`src/rtl/ep_ctl_pkg.sv`:
```
`timescale 1ns/1ps
package ep_ctl_pkg;

   // Word index of each register (byte offset divided by four)
   typedef enum logic [1:0] {
      SEL_PRIME = 2'd0,
      SEL_FLUSH = 2'd1,
      SEL_STAT  = 2'd2,
      SEL_NONE  = 2'd3
   } reg_sel_e;

   // Register bit carrying buffer b: receive buffers first, then transmit
   function automatic int buf_pos(input int b, input int n_ep,
                                  input int rx_lsb, input int tx_lsb);
      return (b < n_ep) ? (rx_lsb + b) : (tx_lsb + b - n_ep);
   endfunction

endpackage

```
`src/rtl/ep_buf_slot.sv`:
```
`timescale 1ns/1ps
module ep_buf_slot (
   input  logic clk,
   input  logic rst_n,
   input  logic wr_prime_i,
   input  logic wr_flush_i,
   input  logic retire_i,
   input  logic done_i,
   input  logic busy_i,
   input  logic consume_i,
   output logic pend_o,
   output logic flush_pend_o,
   output logic ready_o,
   output logic prime_req_o,
   output logic flush_req_o
);

   logic pend_q, issued_q, fpend_q, ready_q;
   logic pend_d, issued_d, fpend_d, ready_d;
   logic blocked, prime_set, flush_fire, done_hit;

   // A flush in flight, or one being written now, blocks every prime source
   assign blocked    = wr_flush_i | fpend_q;
   assign prime_set  = (wr_prime_i | retire_i) & ~blocked;
   assign flush_fire = fpend_q & ~busy_i;
   assign done_hit   = pend_q & done_i;

   always_comb begin
      pend_d   = ((pend_q & ~done_i) | prime_set) & ~flush_fire;
      // a fresh request needs a fresh pulse when the old one just completed
      issued_d = pend_d & ~done_hit & (issued_q | pend_q);
      fpend_d  = wr_flush_i | (fpend_q & busy_i);
      if (flush_fire)
         ready_d = 1'b0;
      else if (done_hit && !blocked)
         ready_d = 1'b1;
      else if (consume_i)
         ready_d = 1'b0;
      else
         ready_d = ready_q;
   end

   always_ff @(posedge clk or negedge rst_n) begin
      if (!rst_n) begin
         pend_q   <= 1'b0;
         issued_q <= 1'b0;
         fpend_q  <= 1'b0;
         ready_q  <= 1'b0;
      end else begin
         pend_q   <= pend_d;
         issued_q <= issued_d;
         fpend_q  <= fpend_d;
         ready_q  <= ready_d;
      end
   end

   assign pend_o       = pend_q;
   assign flush_pend_o = fpend_q;
   assign ready_o      = ready_q;
   assign prime_req_o  = pend_q & ~issued_q;
   assign flush_req_o  = flush_fire;

   assert_req_once_R4: assert property (@(posedge clk) disable iff (!rst_n)
      (prime_req_o && !done_i) |=> !prime_req_o)
      else $error("prime request longer than one cycle");

   assert_flush_wait_R8: assert property (@(posedge clk) disable iff (!rst_n)
      (fpend_q && busy_i) |=> fpend_q)
      else $error("flush finished during a packet");

   assert_flush_clears_R7: assert property (@(posedge clk) disable iff (!rst_n)
      flush_req_o |=> (!ready_q && !pend_q))
      else $error("flush left buffer primed");

   assert_flush_once_R7: assert property (@(posedge clk) disable iff (!rst_n)
      (flush_req_o && !wr_flush_i) |=> !flush_req_o)
      else $error("flush request repeated");

   assert_ready_source_R5: assert property (@(posedge clk) disable iff (!rst_n)
      $rose(ready_q) |-> $past(pend_q && done_i))
      else $error("status set without prime completion");

   assert_blocked_R10: assert property (@(posedge clk) disable iff (!rst_n)
      ((wr_flush_i || fpend_q) && !pend_q) |=> !pend_q)
      else $error("prime accepted during flush");

endmodule

```
`src/rtl/ep_reg_bank.sv`:
```
`timescale 1ns/1ps
module ep_reg_bank
   import ep_ctl_pkg::*;
#(
   parameter int NUM_EP    = 3,
   parameter int DATA_W    = 32,
   parameter int ADDR_W    = 4,
   parameter int RX_LSB    = 0,
   parameter int TX_LSB    = 16,
   parameter bit RDATA_REG = 1'b0,
   localparam int NB       = 2 * NUM_EP
) (
   input  logic              clk,
   input  logic              rst_n,
   input  logic              wr_i,
   input  logic [ADDR_W-1:0] addr_i,
   input  logic [DATA_W-1:0] wdata_i,
   input  logic [NB-1:0]     pend_i,
   input  logic [NB-1:0]     fpend_i,
   input  logic [NB-1:0]     ready_i,
   output logic [NB-1:0]     set_prime_o,
   output logic [NB-1:0]     set_flush_o,
   output logic [DATA_W-1:0] rdata_o
);

   function automatic logic [DATA_W-1:0] lane_mask();
      logic [DATA_W-1:0] m;
      m = '0;
      for (int b = 0; b < NB; b++)
         m[buf_pos(b, NUM_EP, RX_LSB, TX_LSB)] = 1'b1;
      return m;
   endfunction

   function automatic logic [DATA_W-1:0] place(input logic [NB-1:0] v);
      logic [DATA_W-1:0] w;
      w = '0;
      for (int b = 0; b < NB; b++)
         w[buf_pos(b, NUM_EP, RX_LSB, TX_LSB)] = v[b];
      return w;
   endfunction

   localparam logic [DATA_W-1:0] FIELD_MASK = lane_mask();

   reg_sel_e          sel;
   logic [DATA_W-1:0] rdata_c;
   logic              unused_wdata;

   assign unused_wdata = ^(wdata_i & ~FIELD_MASK);

   always_comb begin
      sel = SEL_NONE;
      if (addr_i[1:0] == 2'b00 && (addr_i >> 2) < 3)
         sel = reg_sel_e'(addr_i[3:2]);
   end

   for (genvar b = 0; b < NB; b++) begin : g_wr
      localparam int P = buf_pos(b, NUM_EP, RX_LSB, TX_LSB);
      assign set_prime_o[b] = wr_i && (sel == SEL_PRIME) && wdata_i[P];
      assign set_flush_o[b] = wr_i && (sel == SEL_FLUSH) && wdata_i[P];
   end

   always_comb begin
      unique case (sel)
         SEL_PRIME: rdata_c = place(pend_i);
         SEL_FLUSH: rdata_c = place(fpend_i);
         SEL_STAT:  rdata_c = place(ready_i);
         default:   rdata_c = '0;
      endcase
   end

   if (RDATA_REG) begin : g_rd_flop
      always_ff @(posedge clk or negedge rst_n) begin
         if (!rst_n) rdata_o <= '0;
         else        rdata_o <= rdata_c;
      end
   end else begin : g_rd_comb
      assign rdata_o = rdata_c;
   end

   assert_reserved_zero_R2: assert property (@(posedge clk) disable iff (!rst_n)
      (rdata_o & ~FIELD_MASK) == '0)
      else $error("reserved read bit nonzero");

   assert_stat_ro_R2: assert property (@(posedge clk) disable iff (!rst_n)
      (wr_i && sel == SEL_STAT) |-> (set_prime_o == '0 && set_flush_o == '0))
      else $error("status write leaked");

endmodule

```
`src/rtl/ep_ready_ctl.sv`:
```
`timescale 1ns/1ps
module ep_ready_ctl #(
   parameter int NUM_EP    = 3,
   parameter int DATA_W    = 32,
   parameter int ADDR_W    = 4,
   parameter int RX_LSB    = 0,
   parameter int TX_LSB    = 16,
   parameter bit RDATA_REG = 1'b0
) (
   input  logic                clk,
   input  logic                rst_n,
   input  logic                reg_wr_i,
   input  logic [ADDR_W-1:0]   reg_addr_i,
   input  logic [DATA_W-1:0]   reg_wdata_i,
   output logic [DATA_W-1:0]   reg_rdata_o,
   output logic [2*NUM_EP-1:0] prime_req_o,
   output logic [2*NUM_EP-1:0] flush_req_o,
   input  logic [2*NUM_EP-1:0] prime_done_i,
   input  logic [2*NUM_EP-1:0] retire_i,
   input  logic [2*NUM_EP-1:0] pkt_busy_i,
   input  logic [2*NUM_EP-1:0] consume_i
);

   localparam int NB = 2 * NUM_EP;

   initial begin : param_chk
      assert (NUM_EP >= 1) else $error("NUM_EP must be positive");
      assert (RX_LSB + NUM_EP <= TX_LSB) else $error("receive lanes overlap transmit lanes");
      assert (TX_LSB + NUM_EP <= DATA_W) else $error("transmit lanes exceed data width");
      assert (ADDR_W >= 4) else $error("address too narrow for three registers");
   end

   logic [NB-1:0] set_prime, set_flush, pend, fpend, ready;

   ep_reg_bank #(
      .NUM_EP(NUM_EP), .DATA_W(DATA_W), .ADDR_W(ADDR_W),
      .RX_LSB(RX_LSB), .TX_LSB(TX_LSB), .RDATA_REG(RDATA_REG)
   ) u_regs (
      .clk(clk), .rst_n(rst_n),
      .wr_i(reg_wr_i), .addr_i(reg_addr_i), .wdata_i(reg_wdata_i),
      .pend_i(pend), .fpend_i(fpend), .ready_i(ready),
      .set_prime_o(set_prime), .set_flush_o(set_flush),
      .rdata_o(reg_rdata_o)
   );

   for (genvar b = 0; b < NB; b++) begin : g_slot
      ep_buf_slot u_slot (
         .clk(clk), .rst_n(rst_n),
         .wr_prime_i(set_prime[b]), .wr_flush_i(set_flush[b]),
         .retire_i(retire_i[b]), .done_i(prime_done_i[b]),
         .busy_i(pkt_busy_i[b]), .consume_i(consume_i[b]),
         .pend_o(pend[b]), .flush_pend_o(fpend[b]), .ready_o(ready[b]),
         .prime_req_o(prime_req_o[b]), .flush_req_o(flush_req_o[b])
      );
   end

   assert_reset_quiet_R1: assert property (@(posedge clk) disable iff (!rst_n)
      $rose(rst_n) |-> (prime_req_o == '0 && flush_req_o == '0))
      else $error("requests active out of reset");

endmodule

```
`config.mk`:
```
export PLATFORM = sky130hd
export DESIGN_NAME = ep_ready_ctl
export DESIGN_NICKNAME = d
export VERILOG_FILES = /design/src/rtl/ep_ctl_pkg.sv /design/src/rtl/ep_buf_slot.sv /design/src/rtl/ep_reg_bank.sv /design/src/rtl/ep_ready_ctl.sv
export SDC_FILE = /design/constraint.sdc
export NUM_CORES = 1
export LEC_CHECK = 0
export ABC_AREA = 1
export BUFFER_PORTS_ARGS = -buffer_cell sky130_fd_sc_hd__buf_2
export CORE_MARGIN = 2
export CORE_UTILIZATION = 45
export CTS_CLUSTER_SIZE = 30
export DETAILED_ROUTE_END_ITERATION = 10
export HOLD_SLACK_MARGIN = 0.1
export PLACE_DENSITY = 0.85
export SETUP_SLACK_MARGIN = 0.02
export SKIP_CTS_REPAIR_TIMING = 1
export SYNTH_ARGS = -nofsm -noshare
export SYNTH_HDL_FRONTEND = slang
export SYNTH_SLANG_ARGS = --single-unit
```
`constraint.sdc`:
```
create_clock -name clk -period 1.9 [get_ports clk]
set_input_delay 0.285 -clock clk [delete_from_list [all_inputs] [get_ports clk]]
set_output_delay 0.285 -clock clk [all_outputs]
set_load 0.005 [all_outputs]
```
Word-level counts from Yosys, hierarchy flattened

Cells that the tools add are included.

$lt $le $gt $ge: 1
Eq/ne operators: 2
Multiplexer cells: 20
Bitwise logic cells: 120
Reductions and logical operators: 35

Operators by type and width:

| kind                                                            | number |
|---|---|
| 19-bit case mux with 3 select lines                             | 1 |
| 1-bit bitwise AND                                               | 54 |
| 1-bit inverter                                                  | 36 |
| 1-bit OR                                                        | 30 |
| 1-bit logical AND                                               | 21 |
| 1-bit two-way mux                                               | 18 |
| 3-bit nonzero test                                              | 6 |
| 1-bit zero test                                                 | 6 |
| 2-bit zero test                                                 | 2 |
| 2-bit by 1-bit == test with 1-bit output, second input constant | 1 |
| 2-bit == test, second input constant                            | 1 |
| 2-bit < comparator, second input constant                       | 1 |
| 2-bit two-way mux                                               | 1 |

Flip-flop bits (word level): 24
Input bits: 63
Output and inout bits: 44
Word-level logic and storage cells: 202

Logic depth before layout (Yosys ltp)

Gate-level depths: netlist of the first run.

Word-level depth: 13
Mapped depth: 8
Mapped depth without buffers: 8

By module

Synthesis of the first run repeated with hierarchy kept, for this count alone.

Cell total of the unflattened synthesis: 235
Area, all modules: 1717.9 um^2

By module, submodules not included:

| module      | instances | cells an instance | area each (um^2) | seq. area each (um^2) |
|---|---|---|---|---|
| ep_buf_slot | 6         | 26                | 201.4            | 100.1 |
| ep_reg_bank | 1         | 79                | 509.2            | 0.0 |

Worst setup path after synthesis of the first run

OpenSTA, ideal clock, no wires.

Path kind: in2out
Start point: input port reg_addr_i[2]
End point: output port reg_rdata_o[0]
Arrival: 0.881 ns
Data required time: 1.615 ns
Path slack: 0.734 ns
Stages on the path: 3
Buffers on the path: 0
Cells stage by stage: nor4_2 -> nand2_1 -> o221ai_1

Word-level cells in the longest chain between the ends: 5
Elaborated cells on any way between the ends: 7
Those cells by class: order compare (1); eq/ne (2); mux (2); reduce/logical (2)

RTL lines:

| item                                    | line               | text |
|---|---|---|
| start: declaration                      | ep_ready_ctl.sv:13 | `input logic [ADDR_W-1:0] reg_addr_i,` |
| 2-bit < comparator                      | ep_reg_bank.sv:52  | `if (addr_i[1:0] == 2'b00 && (addr_i >> 2) < 3)` |
| 1-bit logical AND                       | ep_reg_bank.sv:52  |  |
| 2-bit two-way mux (*)                   | ep_reg_bank.sv:52  |  |
| 2-bit == test (tied with other cells)   | ep_reg_bank.sv:63  | `unique case (sel)` |
| 19-bit case mux with 3 select lines (*) | ep_reg_bank.sv:63  |  |
| end: declaration                        | ep_ready_ctl.sv:15 | `output logic [DATA_W-1:0] reg_rdata_o,` |

Mark *: on every way between the ends. The rest lies on a longest branch, timed or not.

Worst setup path in the final report of the first run

Start point: input port reg_addr_i[1]
End point: output port reg_rdata_o[16]

Word-level cells in the longest chain between the ends: 5
Elaborated cells on any way between the ends: 7
Those cells by class: eq/ne (2); mux (2); reduce/logical (3)

RTL lines:

| item                                    | line |
|---|---|
| 2-bit zero test (*)                     | ep_reg_bank.sv:52 |
| 1-bit logical AND (*)                   | ep_reg_bank.sv:52 |
| 2-bit two-way mux (*)                   | ep_reg_bank.sv:52 |
| 2-bit == test (tied with other cells)   | ep_reg_bank.sv:63 |
| 19-bit case mux with 3 select lines (*) | ep_reg_bank.sv:63 |

Marked as above.

==> key figures, run 1 <==
GRT
  • Largest net degree at the start of global routing: 25
  • Initial antenna violation count: 0
  • First-pass GRT wire length: between 5 and 6 mm
  • Vias in the first global route: between 1000 and 1500
  • Gr usage total: 15.94%
  • Grt total ovfl: 0

Routing
  • Detailed Route WL: roughly 3.1 mm
  • Routed len/inst: roughly 10 µm
  • Drt drc: 0
  • Initial DRC count: 47
  • Post-DRT Antenna Nets: 0
  • Via density: about 4.5
  • Vias: 1375
  • Drt pass-1 iters: 4

Pwr
  • Cell area power density: 593.5 mW/mm²
  • Final Power: between 1 and 1.5 mW
  • Peak supply drop: between 0.3 and 0.4 mV
  • Static leakage: 1.037 nW

Logic synthesis
  • Top-count cell post-synth: nor2_1
  • Largest cells by area after synthesis: dfrtp_1, buf_4, nor2_1, inv_1, nand2_1
  • Asr flop ratio synth: 100.0%
  • Main synth FF type: dfrtp_1
  • Register bit count reported by yosys: 24
  • Area share of the largest cell type after synthesis: between 30% and 40%
  • Synth warn: 0
  • Sequential element share of the synthesized area: a little under two fifths
  • Synth cell types: 16
  • Mapped Area: 0.001602 mm²
  • Post-synth EDFFs: 0
  • Leading area contributor after synthesis: dfrtp_1
  • Post-synth top cells: nor2_1, buf_4, inv_1
  • Cells after Synth: between 200 and 250
  • Syn Area/Cell: 7.449 µm²

Critical path
  • Crit path to: reg_rdata_o[16]
  • Reg-to-reg critical path endpoint: g_slot[0].u_slot.issued_q
  • CP Cell Sequence: buf_2 > nor2_4 > nand3_1 > o221ai_1 > buf_2
  • Crit. End Element: output port
  • CP startpoint kind: primary input
  • Worst path arrival time: ~1300 ps
  • Reg2reg start: g_slot[0].u_slot.pend_o
  • Critical Path RT: between 1500 and 2000 ps
  • Slowest stage delay, CP: a little under 300 ps
  • Most used cell, CP: buf_2
  • Max Fanout on Critical Path: 6
  • Crit-path slowest cell: o221ai_1
  • R2r setup slk: 850 ps
  • Critical Path Start: reg_addr_i[1]
  • WS Path Type: in -> out
  • Worst R2R Path Depth: 5

STA
  • Final setup skew: between 4 and 5 ps
  • Unrepaired setup endpoints after global routing: false
  • Final Max Slew Viols: 0
  • TNS Setup: 0 ps
  • Max-slew headroom: 63.31%
  • Final period util: about four fifths
  • Final setup violating endpoints: 0
  • Max Freq: ~650 MHz
  • Tmin final: between 1500 and 2000 ps
  • Final Hold Fails: 0
  • Worst-Margin Slew: 550.3 ps
  • Hold slack: approximately 130 ps

Die
  • Die area: around 0.0041 mm²
  • I/O pin cnt: about 110
  • Chip width: approximately 64 µm
  • Num rows: 21
  • Core area: about 0.0034 mm²
  • Starting Density: 47.25%
  • Die Ht: around 64 µm

Cells and area
  • Post-layout nets: about 330
  • # fillers: approximately 330
  • Synth-to-layout area growth: 11.88%
  • Multi-input gate area: approximately 670 µm²
  • Share of layout cells above drive strength 1: between 20% and 30%
  • Antenna diode count: 0
  • Sequential Area: between 600 and 700 µm²
  • Final core utilization: 52.86%

Clock network
  • CTS Buf Count: 3
  • Max clock buf depth: 2
  • Root buf cell: clkbuf_4
  • Worst-Skew Late Latency: a little over 300 ps
  • # clock sinks: 24
  • H-Tree Depth: 1
  • Clock tree from TritonCTS: done
  • CTS clock-pin slew for the worst setup and hold paths: 140 ps

Placement
  • PortBufs: 54
  • Routability cong.: roughly 0.86
  • Post-DP HPWL: around 2.4 mm

Run status
  • Status: finished clean

Run
  • Max cap viols: 0

Min path
  • Worst hold-check path type: in -> reg
## power by group
group | leakage [nW] | switching, mW | internal (mW)
Combinational | 0.722 | 0.120 | 0.0957
Clock | 0.0210 | 0.153 | 0.117
Sequential | 0.294 | 0.0247 | 0.553
Total | 1.04 | 0.297 | 0.766
## cell families (layout without fill, tap and decap cells)
kind of cell    Yosys count  after routing  synth area share, %
compound gates           24             24                10.78
buf+inv                  76             98                26.72
flops                    24             24                37.50
other cells               1             26               0.2342
simple gates             90             90                24.77
## cell type report
cell class | instances | area share [%]
flip-flops and latches | 24 | 33.52
repair buffers | 56 | 16.06
inverters | 38 | 7.961
clock buffers | 4 | 2.025
well taps | 46 | 3.212
multi-input cells | 140 | 37.22
## how the worst min path moves through the flow
stage                      start                            end  slack [ps]  depth (start not counted)
CTS                        rst_n      g_slot[2].u_slot.issued_q         -50                          1
detailed placement         rst_n      g_slot[2].u_slot.issued_q         310                          1
global route        consume_i[3]       g_slot[3].u_slot.ready_o         120                          2
floorplan                  rst_n  g_slot[0].u_slot.flush_pend_o         -10                          0
global placement           rst_n      g_slot[2].u_slot.issued_q         290                          1
finish              consume_i[0]       g_slot[0].u_slot.ready_o         130                          2
## critical path: cells and delay by family
kind	cells	cell delay, ps
simple gates	2	410
compound gates	1	290
buf+inv	2	270
## placed cells by master (no fill, tap or decap)
cell type      synthesis  layout
inv_2                  1       1
buf_4                 38       1
nand4_2                2       2
o21bai_1               6       6
nand3_1                8       8
nor4_2                 1       1
o31ai_1                6       6
dlygate4sd3_1          0       1
clkbuf_4               0       3
nor2_1                42      42
nand2_1               30      30
o21ai_0                6       6
clkbuf_8               0       1
dfrtp_1               24      24
o221ai_1               6       6
inv_1                 37      37
buf_2                  0      54
conb_1                 1      26
or2_2                  6       6
nor2_4                 1       1
## layer usage
| metal | global-route usage [%] | part of all wire [%] | vias to the layer above |
|---|---|---|---|
| li1 | - | - | 702 |
| met1 | 21.76 | 46 | 610 |
| met2 | 26.18 | 46 | 61 |
| met3 | 2.679 | 7.0 | 2 |
| met4 | 4.076 | 0.45 | 0 |
| met5 | 0 | 0 | - |
## flip-flops by register name, indices dropped and copies added, names as in the netlist
name and count:
g_slot.u_slot.ready_o 6, g_slot.u_slot.issued_q 6, g_slot.u_slot.flush_pend_o 6, g_slot.u_slot.pend_o 6
## stage by stage
step / cell area (µm²) / setup slack, ps / std cells
finish: 1792 / 357.5 / 308
global route: 1792 / 234.4 / 308
CTS: 1782 / 335.5 / 307
detailed placement: 1745 / 337.1 / 303
global placement: 1745 / 365.9 / 303
floorplan: 1695 / 734.1 / 240
Note: power is estimated with default switching activity, not from simulation.
==> inputs of run 2 (changes only) <==
- ABC_AREA: 1 -> 0
- CORE_UTILIZATION: 45 -> 38
- PLACE_DENSITY: 0.85 -> 0.77
- clock period: 1.9 -> 1.3 ns (I/O delays scaled with it)
==> run 2 against run 1 <==
  * The run now ends with negative setup slack left
  * Critical endpoint is now reg_rdata_o[18]
  * Non-clock buffer count up 18
  * Cell area up 11%
  * Clock power up 140%
  * Synthesized area up 0.23%
  * First-iteration DRC count down 36%
==> key figures, run 2 <==
Run status
  • Status: finished with violations
  • Failing checks: negative setup slack

STA
  • Final Hold Fails: 0
  • Setup slack after layout: -41.01 ps
  • Final period util: 103.2%
  • Final Max Slew Viols: 0
  • Max Freq: 745.7 MHz
  • Final setup violating endpoints: 5
  • Tmin final: roughly 1300 ps
  • Worst-Margin Slew: between 500 and 600 ps
  • Hold slack: around 150 ps
  • Max-slew headroom: a little over three fifths
  • Unrepaired setup endpoints after global routing: true
  • TNS Setup: -110.6 ps
  • Final setup skew: approximately 4.4 ps

Clock network
  • H-Tree Depth: 1
  • CTS Buf Count: 3
  • CTS clock-pin slew for the worst setup and hold paths: about 80 ps
  • Worst-Skew Late Latency: about 270 ps
  • # clock sinks: 24
  • Max clock buf depth: 2
  • Root buf cell: clkbuf_8
  • Clock tree from TritonCTS: done

Cells and area
  • Share of layout cells above drive strength 1: between 30% and 40%
  • Post-layout nets: between 200 and 300
  • Synth-to-layout area growth: 23.54%
  • Most frequent cells in the layout: buf_2, conb_1, dfrtp_1
  • Antenna diode count: 0
  • Final instance area: 0.001983 mm²
  • Most common cell after layout, fill and taps aside: buf_2
  • Final non-filler cell total: between 200 and 300

Die
  • Die area: roughly 0.0048 mm²
  • Starting Density: 39.84%
  • I/O pin cnt: around 110
  • Die Ht: between 60 and 70 µm
  • Num rows: 23
  • Core area: a little over 0.004 mm²
  • Chip width: approximately 70 µm

Placement
  • Placed cell areas: ~0.0018 mm²
  • PortBufs: 54
  • Routability cong.: ~0.73
  • Post-DP HPWL: 2.761 mm
  • # placed instances: ~270

Logic synthesis
  • Post-synth EDFFs: 0
  • Synth cell types: 25
  • Largest cells by area after synthesis: dfrtp_1, buf_4, o31ai_1, nor2b_1, mux2i_1
  • Post-synth top cells: buf_4, dfrtp_1, nand2_1
  • Synth warn: 0
  • Leading area contributor after synthesis: dfrtp_1
  • Area share of the largest cell type after synthesis: between 30% and 40%
  • Top-count cell post-synth: buf_4
  • Sequential element share of the synthesized area: between 30% and 40%
  • Main synth FF type: dfrtp_1
  • Register bit count reported by yosys: 24
  • Mapped Area: roughly 0.0016 mm²
  • Cells after Synth: 170
  • Syn Area/Cell: between 9 and 10 µm²
  • Asr flop ratio synth: 100.0%

Critical path
  • Max Fanout on Critical Path: 5
  • Critical Path Start: g_slot[5].u_slot.flush_pend_o
  • Critical Path RT: ~1100 ps
  • Top Family by Delay on Critical Path: flip-flops
  • WS Path Type: reg -> out
  • Crit. End Element: output port
  • Crit-path slowest cell: dfrtp_1
  • Worst Path Buf+Inv: 2
  • CP Cell Sequence: buf_6 > mux2i_1 > o21ai_1 > buf_2
  • Reg2reg start: g_slot[3].u_slot.flush_pend_o
  • CP startpoint kind: flip-flop
  • Worst path arrival time: ~1200 ps
  • Slowest stage delay, CP: approximately 390 ps

GRT
  • Vias in the first global route: 1200
  • Gr usage total: roughly 15%
  • First-pass GRT wire length: approximately 5.2 mm
  • Initial antenna violation count: 0
  • Grt total ovfl: 0
  • Largest net degree at the start of global routing: 25

Pwr
  • Cell-internal power: between 1 and 1.5 mW
  • Clk pwr share: 35.4%
  • Static leakage: about 1.1 nW
  • Final Power: about 1.9 mW
  • Combinational Power Share: between 10% and 20%
  • P_sw: between 0.4 and 0.5 mW
  • Switching Fraction: between 20% and 30%
  • Peak supply drop: around 0.67 mV
  • Cell area power density: around 940 mW/mm²
  • Sequential share of power: approximately 46%

Routing
  • Vias: between 1000 and 1500
  • Via density: 4.739
  • Initial DRC count: 30
  • Detailed Route WL: roughly 3.5 mm
  • Drt pass-1 iters: 4
  • Drt drc: 0
  • Post-DRT Antenna Nets: 0
  • Routed len/inst: 12.29 µm

Min path
  • Min-Delay Startpoint: pkt_busy_i[4]
  • Worst hold-check path type: in -> reg

Run
  • Max cap viols: 0
-- run 2: cell count changes after synthesis, moves of 5 or more --
| cell | delta |
|---|---|
| a21o_1 | +6 |
| a31oi_1 | +6 |
| and3_1 | +5 |
| inv_1 | -35 |
| mux2i_1 | +6 |
| nand2_1 | -14 |
| nand3_1 | -6 |
| nor2_1 | -36 |
| nor2b_1 | +14 |
| o21bai_1 | -6 |
| o221ai_1 | -6 |
| o31ai_1 | +6 |
| or2_2 | -6 |
| or3b_2 | +6 |
-- run 2: stage by stage --
step	setup WS, ps	util [%]
floorplan	122.7	-
global placement	-89.85	45.68
detailed placement	-92.32	45.68
CTS	-95.67	47.45
global route	-118.8	49.22
finish	-41.01	49.22
-- run 2: cell families (layout without fill, tap and decap cells) --
group           after synthesis  count (layout)  synth area share [%]
compound gates               38              38                 17.46
flops                        24              24                 37.41
buf+inv                      42              80                 19.41
simple gates                 59              59                 21.75
mux                           6               6                 3.741
other cells                   1              26                0.2336
-- run 2: path summary, 6_finish.rpt --
check / to / slack [ps] / depth (start not counted)
hold reg to reg: g_slot[3].u_slot.issued_q / 530 / 2
min in group asynchronous: g_slot[2].u_slot.pend_o / 440 / 2
max in group asynchronous: g_slot[4].u_slot.flush_pend_o / 490 / 2
setup / recovery: reg_rdata_o[18] / -40 / 4
setup reg to reg: g_slot[3].u_slot.pend_o / 110 / 3
hold / removal: g_slot[4].u_slot.flush_pend_o / 150 / 2
-- run 2: cell type report --
cell class,instances,area (µm²)
inverters,2,7.507
repair buffers,74,449.2
multi-input cells,129,792.0
fillers,411,2046
clock inverters,1,30.03
well taps,50,62.56
clock buffers,3,41.29
flip-flops and latches,24,600.6
-- run 2: layer usage --
metal | vias to the layer above | GRT usage [%] | share of wire [%]
met5 | - | 0 | 0
met4 | 0 | 2.941 | 0.23
met3 | 2 | 3.247 | 6.5
met2 | 54 | 26.32 | 49
met1 | 624 | 17.78 | 44
li1 | 661 | - | -
-- run 2: power by group through the flow --
stage	clock, mW	combinational [mW]	sequential [mW]
2_1_floorplan	0	0.270	0.856
3_3_place_gp	0	0.333	0.863
3_5_place_dp	0	0.341	0.867
4_1_cts	0.677	0.342	0.852
5_1_grt	0.707	0.396	0.859
6_report	0.660	0.352	0.852
==> inputs of run 3 (changes only) <==
- CORE_UTILIZATION: 38 -> 42
- PLACE_DENSITY: 0.77 -> 0.8
- clock period: 1.3 -> 1.4 ns (I/O delays scaled with it)
==> run 3 against run 2 <==
  * The run now ends clean
  * Worst setup slack better by 95 ps
  * First-iteration DRC count up 3.3%
  * Register-to-register slack better by 50 ps
  * Combinational power down 8.5%
  * Wire length down 0.20%
  * Non-clock buffer count down 8
  * Cell area down 3.7%
  * Sequential power down 6.8%
  * Sequential cell count unchanged
  * Critical endpoint is now reg_rdata_o[16]
  * Largest power group unchanged
==> key figures, run 3 (synthesis gave the netlist of run 2 again) <==
Routing
  • Vias: 1301
  • Post-DRT Antenna Nets: 0
  • Via density: between 4 and 5
  • Initial DRC count: 31
  • Routed len/inst: 12.76 µm
  • Drt pass-1 iters: 4
  • Detailed Route WL: 3.471 mm
  • Drt drc: 0

STA
  • Worst-Margin Slew: around 560 ps
  • Max Freq: roughly 740 MHz
  • Final Max Slew Viols: 0
  • Final setup violating endpoints: 0
  • Max-slew headroom: between 60% and 70%
  • Final period util: a little over nine tenths
  • Unrepaired setup endpoints after global routing: true
  • Tmin final: 1346 ps
  • TNS Setup: 0 ps
  • Final setup skew: just over 0.7 ps
  • Final Hold Fails: 0

Clock network
  • H-Tree Depth: 1
  • Clock tree from TritonCTS: done
  • CTS clock-pin slew for the worst setup and hold paths: 80 ps
  • # clock sinks: 24
  • Worst-Skew Late Latency: approximately 260 ps
  • Root buf cell: clkbuf_8
  • CTS Buf Count: 3
  • Max clock buf depth: 2

Die
  • Num rows: 22
  • Chip width: approximately 66 µm
  • Starting Density: between 40 and 50%
  • I/O pin cnt: between 100 and 150
  • Die area: about 0.0043 mm²
  • Core area: 0.003661 mm²
  • Die Ht: ~66 µm

Cells and area
  • Post-layout nets: 289
  • Final instance area: 0.001911 mm²
  • Most frequent cells in the layout: buf_2, conb_1, dfrtp_1
  • Final core utilization: between 50 and 60%
  • # fillers: about 370
  • Synth-to-layout area growth: 19.02%
  • Share of layout cells above drive strength 1: just over 40%
  • Antenna diode count: 0
  • Most common cell after layout, fill and taps aside: buf_2

Run status
  • Status: finished clean

Pwr
  • Static leakage: slightly above 1 nW
  • Cell area power density: around 790 mW/mm²
  • Peak supply drop: ~0.34 mV
  • Final Power: ~1.5 mW

Placement
  • Routability cong.: 0.7300
  • Post-DP HPWL: ~2.6 mm
  • PortBufs: 54
  • Placed cell areas: ~0.0018 mm²

Critical path
  • CP startpoint kind: flip-flop
  • Worst path arrival time: about 1100 ps
  • Critical Path RT: ~1200 ps
  • WS Path Type: reg -> out
  • Crit. End Element: output port
  • Max Fanout on Critical Path: 3

Run
  • Max cap viols: 0

GRT
  • Grt total ovfl: 0
  • First-pass GRT wire length: between 5 and 6 mm
  • Largest net degree at the start of global routing: 25
  • Vias in the first global route: ~1200
  • Gr usage total: 15.78%
  • Initial antenna violation count: 0

Min path
  • Worst hold-check path type: in -> reg
==> run 3: cell count changes in the layout (fill, tap and decap cells not counted), moves of 3 or more <==
cell,before,now
buf_4,12,8
buf_6,7,3
o21ai_1,6,2
nand2_1,16,13
nand2_2,0,3
o21ai_2,0,3
==> run 3: cell type report <==
| type | count | area (µm²) | share of cell area, % |
|---|---|---|---|
| Inverter | 2 | 7.507 | 0.3929 |
| Timing Repair Buffer | 66 | 374.1 | 19.58 |
| Tap cell | 48 | 60.06 | 3.143 |
| Sequential cell | 24 | 600.6 | 31.43 |
| Multi-Input combinational cell | 129 | 827.0 | 43.29 |
| Clock buffer | 3 | 41.29 | 2.161 |
==> run 3: routing by layer <==
layer	vias up	track usage [%]	part of all wire, %
li1	644	-	-
met1	600	21.37	45
met2	51	26.14	47
met3	6	1.704	6.5
met4	0	5.469	1.6
met5	-	0	0
==> run 3: final timing paths <==
path	from	end	slack, ps	depth (start not counted)
min in group asynchronous	rst_n	g_slot[0].u_slot.ready_o	480	2
max in group asynchronous	rst_n	g_slot[3].u_slot.ready_o	550	2
max	g_slot[3].u_slot.flush_pend_o	reg_rdata_o[16]	50	4
min	pkt_busy_i[5]	g_slot[5].u_slot.flush_pend_o	170	2
min reg2reg	g_slot[2].u_slot.issued_q	g_slot[2].u_slot.issued_q	520	2
max reg2reg	g_slot[1].u_slot.flush_pend_o	g_slot[1].u_slot.pend_o	160	3
==> run 3: per-stage QoR <==
stage / hold WS (ps) / setup WS, ps / cells
2_1_floorplan: -85.59 / 222.7 / 195
3_3_place_gp: 230.3 / -17.92 / 267
3_5_place_dp: 233.6 / -8.136 / 267
4_1_cts: -56.54 / -6.432 / 270
5_1_grt: 170.4 / -1.720 / 272
6_report: 165.9 / 53.55 / 272
==> run 3: critical path, stage by stage, from the launching register on <==
cell	delay, ps
dfrtp_1	390
buf_6	120
mux2i_2	160
o21ai_2	80
buf_2	120
==> run 3: report_power, final <==
part           total, mW  internal, mW  switching (mW)  leakage [nW]
clock network      0.401         0.192           0.208        0.0216
logic              0.322         0.165           0.158         0.704
registers          0.794         0.750          0.0446         0.293
total               1.52          1.11           0.411          1.02
